File: config.mk
export PLATFORM = sky130hd
export DESIGN_NAME = hword_load_unit
export DESIGN_NICKNAME = d
export VERILOG_FILES = /design/src/rtl/hlu_pkg.sv /design/src/rtl/hlu_region_check.sv /design/src/rtl/hlu_meta_pipe.sv /design/src/rtl/hlu_half_format.sv /design/src/rtl/hword_load_unit.sv
export SDC_FILE = /design/constraint.sdc
export NUM_CORES = 1
export LEC_CHECK = 0
export BUFFER_PORTS_ARGS = -buffer_cell sky130_fd_sc_hd__buf_2
export CAP_MARGIN = 20
export CORE_ASPECT_RATIO = 2
export CORE_UTILIZATION = 45
export CTS_CLUSTER_DIAMETER = 150
export DETAILED_ROUTE_END_ITERATION = 16
export PLACE_DENSITY_LB_ADDON = 0.2
export SKIP_CTS_REPAIR_TIMING = 1
export SLEW_MARGIN = 20
export SYNTH_ARGS = -nofsm -noshare
export SYNTH_HDL_FRONTEND = slang
export SYNTH_SLANG_ARGS = --single-unit
File: constraint.sdc
create_clock -name clk -period 1.1 [get_ports clk]
set_input_delay 0.33 -clock clk [delete_from_list [all_inputs] [get_ports clk]]
set_output_delay 0.33 -clock clk [all_outputs]
set_load 0.005 [all_outputs]
File: src/rtl/hlu_pkg.sv
package hlu_pkg;
   typedef enum logic {
      BO_LITTLE = 1'b0,
      BO_BIG    = 1'b1
   } byte_order_e;

   localparam int BYTE_W = 8;
   localparam int HALF_W = 2 * BYTE_W;
endpackage

File: src/rtl/hlu_region_check.sv
module hlu_region_check #(
   parameter int                ADDR_W    = 32,
   parameter int                SPAN_LOG2 = 21,
   parameter logic [ADDR_W-1:0] BASE      = 32'hEFE0_0000
) (
   input  logic [ADDR_W-SPAN_LOG2-1:0] tag_i,
   output logic                        hit_o
);
   localparam int TAG_W = ADDR_W - SPAN_LOG2;
   localparam logic [TAG_W-1:0] BASE_TAG = BASE[ADDR_W-1:SPAN_LOG2];

   generate
      if (TAG_W < 1) begin : g_bad_span
         $error("hlu_region_check: window span must leave tag bits");
      end
   endgenerate

   assign hit_o = (tag_i == BASE_TAG);
endmodule

File: src/rtl/hlu_meta_pipe.sv
module hlu_meta_pipe #(
   parameter int W     = 9,
   parameter int DEPTH = 1
) (
   input  logic         clk,
   input  logic         rst_n,
   input  logic         vld_i,
   input  logic [W-1:0] dat_i,
   output logic         vld_o,
   output logic [W-1:0] dat_o
);
   generate
      if (DEPTH < 1) begin : g_bad_depth
         $error("hlu_meta_pipe: DEPTH must be at least 1");
      end

      for (genvar g = 0; g < DEPTH; g++) begin : g_stg
         logic         vin;
         logic [W-1:0] din;
         logic         vq;
         logic [W-1:0] dq;

         if (g == 0) begin : g_head
            assign vin = vld_i;
            assign din = dat_i;
         end else begin : g_link
            assign vin = g_stg[g-1].vq;
            assign din = g_stg[g-1].dq;
         end

         always_ff @(posedge clk or negedge rst_n) begin
            if (!rst_n) begin
               vq <= 1'b0;
               dq <= '0;
            end else begin
               vq <= vin;
               dq <= din;
            end
         end
      end
   endgenerate

   assign vld_o = g_stg[DEPTH-1].vq;
   assign dat_o = g_stg[DEPTH-1].dq;
endmodule

File: src/rtl/hlu_half_format.sv
module hlu_half_format #(
   parameter int OUT_W    = 32,
   parameter bit SIGN_EXT = 1'b1
) (
   input  logic [hlu_pkg::HALF_W-1:0] pair_i,
   input  logic                       big_i,
   input  logic                       zero_i,
   output logic [OUT_W-1:0]           word_o
);
   import hlu_pkg::*;

   localparam int PAD_W = OUT_W - HALF_W;

   logic [HALF_W-1:0] half;
   logic [OUT_W-1:0]  ext;

   generate
      if (PAD_W < 1) begin : g_bad_width
         $error("hlu_half_format: OUT_W must exceed the halfword width");
      end
   endgenerate

   always_comb begin
      if (byte_order_e'(big_i) == BO_BIG)
         half = {pair_i[BYTE_W-1:0], pair_i[HALF_W-1:BYTE_W]};
      else
         half = pair_i;
   end

   generate
      if (SIGN_EXT) begin : g_signed
         assign ext = {{PAD_W{half[HALF_W-1]}}, half};
      end else begin : g_unsigned
         assign ext = {{PAD_W{1'b0}}, half};
      end
   endgenerate

   assign word_o = zero_i ? '0 : ext;
endmodule

File: src/rtl/hword_load_unit.sv
module hword_load_unit #(
   parameter int                ADDR_W     = 32,
   parameter int                WORD_W     = 32,
   parameter int                NUM_REGS   = 128,
   parameter int                MEM_LAT    = 1,
   parameter bit                SIGN_EXT   = 1'b1,
   parameter int                IO_LOG2    = 21,
   parameter logic [ADDR_W-1:0] IO_BASE    = 32'hEFE0_0000,
   localparam int               IDX_W      = $clog2(NUM_REGS)
) (
   input  logic                       clk,
   input  logic                       rst_n,
   input  logic                       iss_valid_i,
   input  logic [ADDR_W-1:0]          iss_addr_i,
   input  logic                       iss_guard_i,
   input  logic [IDX_W-1:0]           iss_dst_i,
   input  logic                       iss_big_i,
   output logic                       mem_req_o,
   output logic [ADDR_W-1:0]          mem_addr_o,
   input  logic [hlu_pkg::HALF_W-1:0] mem_rdata_i,
   output logic                       wr_en_o,
   output logic [IDX_W-1:0]           wr_idx_o,
   output logic [WORD_W-1:0]          wr_data_o,
   output logic                       cache_upd_o
);
   import hlu_pkg::*;

   localparam int META_W   = IDX_W + 2;
   localparam int LOAD_LAT = MEM_LAT + 2;
   localparam int PEND_W   = $clog2(LOAD_LAT + 2) + 1;

   generate
      if (MEM_LAT < 1) begin : g_bad_lat
         $error("hword_load_unit: MEM_LAT must be at least 1");
      end
      if (IO_LOG2 >= ADDR_W || IO_LOG2 < 1) begin : g_bad_span
         $error("hword_load_unit: IO_LOG2 out of range");
      end else if (IO_BASE[IO_LOG2-1:0] != '0) begin : g_bad_base
         $error("hword_load_unit: IO_BASE not aligned to its span");
      end
      if (NUM_REGS < 2) begin : g_bad_regs
         $error("hword_load_unit: NUM_REGS must be at least 2");
      end
   endgenerate

   // Issue stage
   logic              acc;
   logic              io_hit;
   logic              s1_v;
   logic [ADDR_W-1:0] s1_addr;
   logic [IDX_W-1:0]  s1_idx;
   logic              s1_big;
   logic              s1_io;

   assign acc = iss_valid_i & iss_guard_i;

   hlu_region_check #(
      .ADDR_W    (ADDR_W),
      .SPAN_LOG2 (IO_LOG2),
      .BASE      (IO_BASE)
   ) u_region (
      .tag_i (iss_addr_i[ADDR_W-1:IO_LOG2]),
      .hit_o (io_hit)
   );

   always_ff @(posedge clk or negedge rst_n) begin
      if (!rst_n) begin
         s1_v    <= 1'b0;
         s1_addr <= '0;
         s1_idx  <= '0;
         s1_big  <= 1'b0;
         s1_io   <= 1'b0;
      end else begin
         s1_v <= acc;
         if (acc) begin
            s1_addr <= iss_addr_i;
            s1_idx  <= iss_dst_i;
            s1_big  <= iss_big_i;
            s1_io   <= io_hit;
         end
      end
   end

   assign mem_req_o  = s1_v & ~s1_io;
   assign mem_addr_o = s1_addr;

   // Metadata carried alongside the memory access
   logic              p_v;
   logic [META_W-1:0] p_meta;

   hlu_meta_pipe #(
      .W     (META_W),
      .DEPTH (MEM_LAT)
   ) u_meta (
      .clk   (clk),
      .rst_n (rst_n),
      .vld_i (s1_v),
      .dat_i ({s1_idx, s1_big, s1_io}),
      .vld_o (p_v),
      .dat_o (p_meta)
   );

   // Capture stage
   logic              c_v;
   logic [IDX_W-1:0]  c_idx;
   logic              c_big;
   logic              c_io;
   logic [HALF_W-1:0] c_pair;

   always_ff @(posedge clk or negedge rst_n) begin
      if (!rst_n) begin
         c_v    <= 1'b0;
         c_idx  <= '0;
         c_big  <= 1'b0;
         c_io   <= 1'b0;
         c_pair <= '0;
      end else begin
         c_v <= p_v;
         if (p_v) begin
            {c_idx, c_big, c_io} <= p_meta;
            c_pair               <= mem_rdata_i;
         end
      end
   end

   // Format and writeback stage
   logic [WORD_W-1:0] fmt_word;

   hlu_half_format #(
      .OUT_W    (WORD_W),
      .SIGN_EXT (SIGN_EXT)
   ) u_fmt (
      .pair_i (c_pair),
      .big_i  (c_big),
      .zero_i (c_io),
      .word_o (fmt_word)
   );

   always_ff @(posedge clk or negedge rst_n) begin
      if (!rst_n) begin
         wr_en_o     <= 1'b0;
         wr_idx_o    <= '0;
         wr_data_o   <= '0;
         cache_upd_o <= 1'b0;
      end else begin
         wr_en_o     <= c_v;
         cache_upd_o <= c_v & ~c_io;
         if (c_v) begin
            wr_idx_o  <= c_idx;
            wr_data_o <= fmt_word;
         end
      end
   end

   // Outstanding guarded loads, kept for the checks below
   logic [PEND_W-1:0] pend_q;

   always_ff @(posedge clk or negedge rst_n) begin
      if (!rst_n)
         pend_q <= '0;
      else
         pend_q <= pend_q + PEND_W'(acc) - PEND_W'(wr_en_o);
   end


   write_has_pending_chk: assert property (@(posedge clk) disable iff (!rst_n)
      wr_en_o |-> (pend_q != '0));


   req_after_guarded_issue_chk: assert property (@(posedge clk) disable iff (!rst_n)
      mem_req_o |-> $past(iss_valid_i && iss_guard_i));


   cache_needs_write_chk: assert property (@(posedge clk) disable iff (!rst_n)
      cache_upd_o |-> wr_en_o);


   no_io_request_chk: assert property (@(posedge clk) disable iff (!rst_n)
      mem_req_o |-> (mem_addr_o[ADDR_W-1:IO_LOG2] != IO_BASE[ADDR_W-1:IO_LOG2]));


   io_write_zero_chk: assert property (@(posedge clk) disable iff (!rst_n)
      (wr_en_o && !cache_upd_o) |-> (wr_data_o == '0));
endmodule

==> results_dict.tcl, run 1 <==
set metrics [dict create \
    cts_tree "built" \
    critical_path_class "flop to output pin" \
    synth.top_cells.by_area "dfrtp_1 (62%), mux2_4 (14%), mux2_2 (9.2%)" \
    synth_top_area_frac 0.6184 \
    cell_internal_pwr_mw 7.548 \
    final-hold-violation-count 0 \
    row_count 49 \
    crit_required_ns 0.77 \
    insertedDiodeCount 0 \
    root_buffer "clkbuf_16" \
    first_iter_violations 56 \
    period_minus_slack_ns 1.306 \
    fin_cells 516 \
    nNetsFinal 471 \
    numCtsBuffers 9 \
    gp_congestion 0.7216 \
    multi_input_area_mm2 0.001271 \
    rr_startpoint "u_meta.vld_o$_DFF_PN0_" \
    synth_cell_types 18 \
    power_frac_comb 0.217 \
    dieArea_mm2 0.009674 \
    dp_cells 479 \
    power_density_mw_per_mm2 1864 \
    syn_area_mm2 0.004168 \
    register_area_mm2 0.002579 \
    core_mm2 0.009012 \
    synth_edf_count 0 \
    slowest_stage "dfrtp_2" \
    area_delta_synth_final_pct 28.64 \
    die_height_um 138.1 \
    syn_nets 323 \
    crit_family "flip-flops" \
    die_w_um 70.05 \
    synth-main-ff-cell "dfrtp_1" \
    r2r_end "c_pair[13]$_DFFE_PN0P_" \
    antenna_found_initial 0 \
    period_share 1.187 \
    portBuffers 133 \
    avgViaCountPerCell 4.806 \
    fin_worst_skew_ns 0.004897 \
    final-setup-viol-count 74 \
    yosys_warnings 0 \
    critical_path_buf_inv_count 1 \
    wirelength_mm 7.477 \
    finalMaxSlewViolations 0 \
    switching_share 0.2449 \
    hold_class "input pin to flop" \
    overflow 0 \
    grt_pass1_vias 2588 \
    clk_pin_slew_ns 0.06 \
    grt_setup_unrepaired "true" \
    cts-htree-levels 3 \
    drv_cap 0 \
    ys_seq_area_frac 0.6184 \
    synthMostInstantiatedCell "dfrtp_1" \
    tns_ns -7.751 \
    rr_worst_depth 2 \
    p_seq_frac 0.481 \
    tightestPinTransition_ns 0.3582 \
    max_stage_delay_ns 0.48 \
    yosys-top-cells-count "dfrtp_1 (103), mux2_4 (38), mux2_2 (34)" \
    wl_per_cell_um 14.49 \
    hold_ws_ns 0.2185 \
    grt_pass1_wl_mm 12.23 \
    p_sw_mw 2.447 \
    cts.sinks 103 \
    slew_headroom 0.7612 \
    syn_inst 263 \
    path_max_fanout 18 \
    via_count 2480 \
    leakage_nw 2.764 \
    arrival_ns 0.98 \
    syn_avg_cell_area_um2 15.85 \
    start_util 0.4624 \
    dp_hpwl_mm 5.163 \
    postRouteAntennaNets 0 \
    synthArstFlopShare 1.000 \
    worstHoldStart "mem_rdata_i[7]" \
    drt-pass1-iter-count 4 \
    setup_slack_ns -0.2055 \
    layout-drive-gt1-share 0.6135 \
    drcViolationCount 0 \
    grt_max_degree 69 \
    grt.total_usage 0.1631 \
    p_clk_frac 0.302 \
    irDropWorstVdd_uv 964.3 \
    io_pins 134 \
    ctsLongestPathBuffers 2 \
    place_ws_ns -0.1300 \
    ys_ff_latch 103 \
    synth.largest_area_cell "dfrtp_1" \
    violations "setup timing" \
    reg2reg_setup_slack_ns 0.06 \
    fmax_ghz 0.7660 \
    outcome "complete, but fails checks" \
    worstSetupEndpointType "output pin" \
    min_to "c_pair[7]$_DFFE_PN0P_" \
    start_kind "flop" \
    path_cells "buf_2" \
    fill_cells 721 \
    clk_latency_ns 0.34 \
    worstHoldPathCells 2 \
]
==> layer usage <==
metal	up-vias	track usage	share of wire
met5	-	0	0
met4	0	0.07895	0.020
met3	12	0.03499	0.047
met2	107	0.2844	0.54
met1	1179	0.1860	0.39
li1	1182	-	-
==> kinds of logic (layout without fill, tap and decap cells) <==
logic type	Yosys count	after routing	share of synthesized area
buffers and inverters	48	199	0.07655
AOI/OAI and AO/OA	17	17	0.02582
DFF	103	103	0.6184
and+or+nand+nor	7	7	0.01201
muxes	88	88	0.2672
==> registers in the layout, indices dropped and copies added (netlist names) <==
| name | flops |
|---|---|
| s1_idx | 7 |
| cache_upd_o | 1 |
| c_v | 1 |
| c_big | 1 |
| c_io | 1 |
| s1_v | 1 |
| c_idx | 7 |
| u_meta.dat_o | 9 |
| c_pair | 16 |
| s1_big | 1 |
| u_meta.vld_o | 1 |
| mem_addr_o | 32 |
| wr_data_o | 16 |
| wr_en_o | 1 |
| s1_io | 1 |
| wr_idx_o | 7 |
==> power by group through the flow <==
| stage | combinational, mW | sequential [mW] | clock, mW |
|---|---|---|---|
| CTS | 2.00 | 4.83 | 3.11 |
| global placement | 1.94 | 4.87 | 0 |
| detailed placement | 2.00 | 4.88 | 0 |
| floorplan | 1.24 | 4.86 | 0 |
| global route | 2.37 | 4.90 | 3.28 |
| finish | 2.16 | 4.81 | 3.02 |
==> cell type report <==
class / instances / share of cell area
clock buffers: 10 / 0.04271
multi-input cells: 112 / 0.2371
flip-flops and latches: 103 / 0.4810
repair buffers: 167 / 0.1937
inverters: 18 / 0.01260
well taps: 102 / 0.02380
clock inverters: 4 / 0.009102
==> worst max-delay path by stage <==
| stage | startpoint | to | slack, ns | depth (start not counted) |
|---|---|---|---|---|
| after detailed placement | iss_valid_i | mem_addr_o[4]$_DFFE_PN0P_ | -0.13 | 5 |
| after global routing | wr_data_o[30]$_DFFE_PN0P_ | wr_data_o[20] | -0.26 | 1 |
| after CTS | wr_data_o[30]$_DFFE_PN0P_ | wr_data_o[19] | -0.33 | 1 |
| after global placement | iss_valid_i | mem_addr_o[4]$_DFFE_PN0P_ | -0.11 | 5 |
| final | wr_data_o[30]$_DFFE_PN0P_ | wr_data_o[26] | -0.21 | 1 |
| after floorplan | wr_data_o[30]$_DFFE_PN0P_ | wr_data_o[16] | 0.01 | 1 |
==> per-stage QoR <==
stage                       util  area (um2)  power, mW
after CTS                 0.5753        5185      9.940
final                     0.5949        5361      9.995
after detailed placement  0.5445        4907      6.883
after global placement    0.5445        4907      6.812
after floorplan                -        4168      6.107
after global routing      0.5949        5361      10.55
==> cells in the final DEF (no fill, tap or decap), drive strengths merged, types with 3 or more instances in the layout <==
cell	count
o22ai	16
mux2i	16
clkbuf	10
dfrtp	103
inv	18
clkinv	3
buf	166
mux2	72
(Power assumes the default switching activity.)
==> run 2: changes to the inputs <==
--- a/config.mk
+++ b/config.mk
@@ -9,6 +9,7 @@
 export CAP_MARGIN = 20
 export CORE_ASPECT_RATIO = 2
 export CORE_UTILIZATION = 45
+export CTS_BUF_LIST = sky130_fd_sc_hd__clkbuf_16
 export CTS_CLUSTER_DIAMETER = 150
 export DETAILED_ROUTE_END_ITERATION = 16
 export PLACE_DENSITY_LB_ADDON = 0.2
==> constraint.sdc (replaced) <==
create_clock -name clk -period 1.1 [get_ports clk]
set_input_delay 0.165 -clock clk [delete_from_list [all_inputs] [get_ports clk]]
set_output_delay 0.165 -clock clk [all_outputs]
set_load 0.005 [all_outputs]
==> run 2 against run 1 <==
Net effect: the flow still finishes with violations (setup timing); critical path depth increased by 1; clock power increased by 19%; register-to-register slack about the same; sequential cell count unchanged; critical path type unchanged; core utilization decreased by 0.92 points; die area unchanged; via count decreased by 1.7%; critical endpoint is now mem_req_o; sequential power about the same; clock skew about the same; largest cell class unchanged; maximum frequency increased by 14%; worst hold slack got worse by 0.17 ns.
==> results_dict.tcl, run 2 (same netlist as run 1, synthesis figures left out) <==
set metrics [dict create \
    outcome "complete, but fails checks" \
    violations "setup timing" \
    gp_congestion 0.7218 \
    path_max_fanout 3 \
    fin_cells 499 \
    first_iter_violations 104 \
    crit_required_ns 0.94 \
    grt_pass1_wl_mm 12.09 \
    cts.sinks 103 \
    tightestPinTransition_ns 0.3437 \
    area_delta_synth_final_pct 26.66 \
    p_sw_mw 2.492 \
    finalMaxSlewViolations 0 \
    met1_length_mm 2.899 \
    arrival_ns 0.98 \
    start_kind "flop" \
    portBuffers 133 \
    core_mm2 0.009012 \
    cell_internal_pwr_mw 7.893 \
    irDropWorstVdd_uv 1068 \
    row_count 49 \
    root_buffer "clkbuf_16" \
    slew_headroom 0.7709 \
    wl_per_cell_um 14.43 \
    worstSetupEndpointType "output pin" \
    clk_latency_ns 0.34 \
    wirelength_mm 7.203 \
    p_seq_frac 0.464 \
    nNetsFinal 452 \
    die_w_um 70.05 \
    fmax_ghz 0.8728 \
    final-hold-violation-count 0 \
    setup_slack_ns -0.04574 \
    p_total_mw 10.39 \
    largest_register_ffs 32 \
    layout-drive-gt1-share 0.6045 \
    dieArea_mm2 0.009674 \
    leakage_nw 2.690 \
    die_height_um 138.1 \
    grt_pass1_vias 2522 \
    grt_setup_unrepaired "true" \
    hold_class "input pin to flop" \
    overflow 0 \
    start_util 0.4624 \
    antenna_found_initial 0 \
    final-setup-viol-count 18 \
    max_stage_delay_ns 0.39 \
    via_count 2437 \
    postRouteAntennaNets 0 \
    period_minus_slack_ns 1.146 \
    avgViaCountPerCell 4.884 \
    grt.total_usage 0.1605 \
    power_density_mw_per_mm2 1967 \
    cts-htree-levels 3 \
    ctsLongestPathBuffers 2 \
    finalCoreUtilization 0.5857 \
    path_cells "nor2b_1, buf_2" \
    p_clk_frac 0.347 \
    met2_length_mm 3.709 \
    numCtsBuffers 9 \
    final_common_cell "buf_2" \
    drcViolationCount 0 \
    met3_length_um 435 \
    clk_pin_slew_ns 0.07 \
    dp_hpwl_mm 5.098 \
    io_pins 134 \
    period_share 1.042 \
    fin_worst_skew_ns 0.004550 \
    top_layer "met4" \
    grt_max_degree 67 \
    drt-pass1-iter-count 3 \
    insertedDiodeCount 0 \
    cts_tree "built" \
    switching_share 0.2400 \
    fill_cells 735 \
    layout_common_cells "buf_2 (132), dfrtp_1 (101), mux2_4 (38)" \
    dp_cells 480 \
    drv_cap 0 \
    tns_ns -0.7163 \
    power_frac_comb 0.190 \
    slowest_stage "dfrtp_1" \
    place_ws_ns 0.03876 \
    critical_path_class "flop to output pin" \
]
-- run 2: cell types whose count changed in the layout (fill, tap and decap cells not counted), sizes merged --
cell and change:
buf -19, bufinv +2, clkbuf -1, clkinv -1
clkinvlp +1, inv +1
-- run 2: cell type report --
class / instances / area (um2) / share of cell area
Clock buffer: 9 / 225.2 / 0.04266
Clock inverter: 7 / 120.1 / 0.02275
Inverter: 18 / 67.56 / 0.01280
Tap cell: 102 / 127.6 / 0.02418
Timing Repair Buffer: 148 / 883.3 / 0.1673
Sequential cell: 103 / 2580 / 0.4887
Multi-Input combinational cell: 112 / 1275 / 0.2415
-- run 2: worst paths after layout --
check,startpoint,endpoint,slack [ns],cells after the start
max in group asynchronous,rst_n,c_v$_DFF_PN0_,0.39,3
worst max-delay path,s1_io$_DFFE_PN0P_,mem_req_o,-0.05,2
worst min register to register,s1_idx[3]$_DFFE_PN0P_,u_meta.dat_o[5]$_DFF_PN0_,0.37,0
min in group asynchronous,rst_n,cache_upd_o$_DFF_PN0_,0.36,3
worst max register to register,u_meta.vld_o$_DFF_PN0_,c_idx[5]$_DFFE_PN0P_,0.06,2
worst min-delay path,iss_addr_i[4],mem_addr_o[4]$_DFFE_PN0P_,0.05,2
-- run 2: power groups by stage --
stage	clock network [mW]	registers [mW]	logic (mW)
finish	3.60	4.81	1.97
global route	3.88	4.91	2.17
CTS	3.69	4.82	1.99
detailed placement	0	4.88	1.99
global placement	0	4.86	1.95
floorplan	0	4.86	1.24
-- run 2: per-stage QoR --
step                      hold WS (ns)  cell area (um2)
after floorplan                -0.1306             4168
after global placement          0.1580             4902
after detailed placement        0.1609             4902
after CTS                      -0.2070             5248
after global routing           0.03030             5279
final                          0.04812             5279
-- run 2: critical path: cells and delay by family, from the launching register on --
family	cells	cell delay (ns)
flip-flops	1	0.39
buffers and inverters	1	0.13
AND/OR/NAND/NOR	1	0.12
-- run 2: routing by layer --
metal	up-vias	track usage
li1	1141	-
met1	1179	0.1906
met2	106	0.2677
met3	11	0.04227
met4	0	0.07579
met5	-	0
==> run 3: changes to the inputs <==
--- a/config.mk
+++ b/config.mk
@@ -8,7 +8,8 @@
 export BUFFER_PORTS_ARGS = -buffer_cell sky130_fd_sc_hd__buf_2
 export CAP_MARGIN = 20
 export CORE_ASPECT_RATIO = 2
-export CORE_UTILIZATION = 45
+export CORE_MARGIN = 2
+export CORE_UTILIZATION = 35
 export CTS_BUF_LIST = sky130_fd_sc_hd__clkbuf_16
 export CTS_CLUSTER_DIAMETER = 150
 export DETAILED_ROUTE_END_ITERATION = 16
==> run 3 against run 2 <==
Net effect: core utilization fell by 13 points; sequential share of layout area fell by 0.20 points; cell count rose by 9.0%; sequential cell count did not move; the flow still finishes with violations (setup timing); sequential power barely moved; critical path depth did not move; highest routed layer unchanged; maximum frequency fell by 1.4%; die area rose by 33%.
==> results_dict.tcl, run 3 (same netlist as run 1, synthesis figures left out) <==
set metrics [dict create \
    crit_start "wr_data_o[30]$_DFFE_PN0P_" \
    max_stage_delay_ns 0.41 \
    insertedDiodeCount 0 \
    arrival_ns 1.00 \
    p_total_mw 9.911 \
    layout_common_cells "buf_2 (132), dfrtp_1 (101), mux2_4 (38)" \
    largest_register_ffs 32 \
    hold_class "input pin to flop" \
    cts_tree "built" \
    period_minus_slack_ns 1.162 \
    antenna_found_initial 0 \
    root_buffer "clkbuf_16" \
    clk_latency_ns 0.34 \
    tightestPinTransition_ns 0.2856 \
    violations "setup timing" \
    nNetsFinal 454 \
    reg2reg_setup_slack_ns 0.06 \
    postRouteAntennaNets 0 \
    final-hold-violation-count 0 \
    fmax_ghz 0.8603 \
    finalMaxSlewViolations 0 \
    slew_headroom 0.8096 \
    start_kind "flop" \
    outcome "complete, but fails checks" \
    grt_setup_unrepaired "true" \
    wl_per_cell_um 14.77 \
    avgViaCountPerCell 4.539 \
    dieArea_mm2 0.01285 \
    gp_congestion 0.6591 \
    grt_pass1_wl_mm 12.63 \
    final_common_cell "buf_2" \
    crit_required_ns 0.94 \
    io_pins 134 \
    period_share 1.057 \
    leakage_nw 2.693 \
    via_count 2469 \
    critical_path_buf_inv_count 2 \
    row_count 56 \
    dp_hpwl_mm 5.902 \
    drt-pass1-iter-count 4 \
    path_cells "buf_6, buf_2" \
    slowest_stage "dfrtp_2" \
    crit_family "flip-flops" \
    top_layer "met4" \
    tns_ns -1.051 \
    core_mm2 0.01170 \
    numCtsBuffers 9 \
    portBuffers 133 \
    clk_pin_slew_ns 0.07 \
    r2r_end "c_pair[10]$_DFFE_PN0P_" \
    drcViolationCount 0 \
    start_util 0.3562 \
    drv_cap 0 \
    met1_length_mm 3.087 \
    wirelength_mm 8.035 \
    cts.sinks 103 \
    final-setup-viol-count 18 \
    rr_worst_depth 2 \
    met3_length_um 426 \
    worstSetupEndpointType "output pin" \
    critical_path_class "flop to output pin" \
    met2_length_mm 4.355 \
    power_density_mw_per_mm2 1870 \
    fin_worst_skew_ns 0.01138 \
    cts-htree-levels 3 \
    irDropWorstVdd_uv 796.8 \
    setup_slack_ns -0.06245 \
    die_w_um 81.16 \
    grt_pass1_vias 2547 \
    layout-drive-gt1-share 0.5965 \
    grt_max_degree 52 \
    finalCoreUtilization 0.4530 \
    worst-path-stages 2 \
    ctsLongestPathBuffers 2 \
    grt.total_usage 0.1316 \
    area_delta_synth_final_pct 27.17 \
    die_height_um 158.3 \
    rr_startpoint "u_meta.vld_o$_DFF_PN0_" \
    first_iter_violations 67 \
    path_max_fanout 9 \
    endpoint "wr_data_o[15]" \
    overflow 0 \
]
==> run 3: cell count changes in the layout (fill, tap and decap cells not counted), sizes merged <==
cell      delta
bufinv       -2
clkinv       +2
inv          +1
buf          +2
clkinvlp     -1
==> run 3: worst min-delay path by stage <==
| stage | to | slack, ns | from | cells past startpoint |
|---|---|---|---|---|
| finish | mem_addr_o[5]$_DFFE_PN0P_ | 0.05 | iss_addr_i[5] | 2 |
| global route | mem_addr_o[5]$_DFFE_PN0P_ | 0.04 | iss_addr_i[5] | 2 |
| floorplan | c_big$_DFFE_PN0P_ | -0.13 | rst_n | 0 |
| detailed placement | c_pair[0]$_DFFE_PN0P_ | -0.007 | rst_n | 1 |
| CTS | c_pair[0]$_DFFE_PN0P_ | -0.38 | rst_n | 1 |
| global placement | c_pair[0]$_DFFE_PN0P_ | -0.007 | rst_n | 1 |
==> run 3: per-stage QoR <==
| stage | instances | area (um2) | setup WS (ns) | hold WS (ns) |
|---|---|---|---|---|
| 2_1_floorplan | 263 | 4168 | 0.01597 | -0.1306 |
| 3_3_place_gp | 525 | 4984 | 0.04903 | -0.007365 |
| 3_5_place_dp | 525 | 4984 | 0.02937 | -0.007448 |
| 4_1_cts | 541 | 5265 | -0.1826 | -0.3792 |
| 5_1_grt | 544 | 5300 | -0.1003 | 0.03776 |
| 6_report | 544 | 5300 | -0.06245 | 0.04869 |
==> run 3: final cells by class <==
type / instances / area, um2
inverter: 18 / 67.56
clock buffer: 9 / 225.2
fill: 1098 / 6401
timing repair buffer: 150 / 918.4
tap: 145 / 181.4
sequential: 103 / 2580
clock inverter: 7 / 56.30
multi-input combinational: 112 / 1271
==> run 3: routing by layer <==
layer,up-vias,global-route usage
li1,1145,-
met1,1217,0.1482
met2,94,0.2306
met3,13,0.02721
met4,0,0.06538
met5,-,0
==> run 3: report_power, final <==
part / internal [mW] / switching (mW)
Sequential: 4.44 / 0.371
Combinational: 1.25 / 0.792
Clock: 1.73 / 1.33
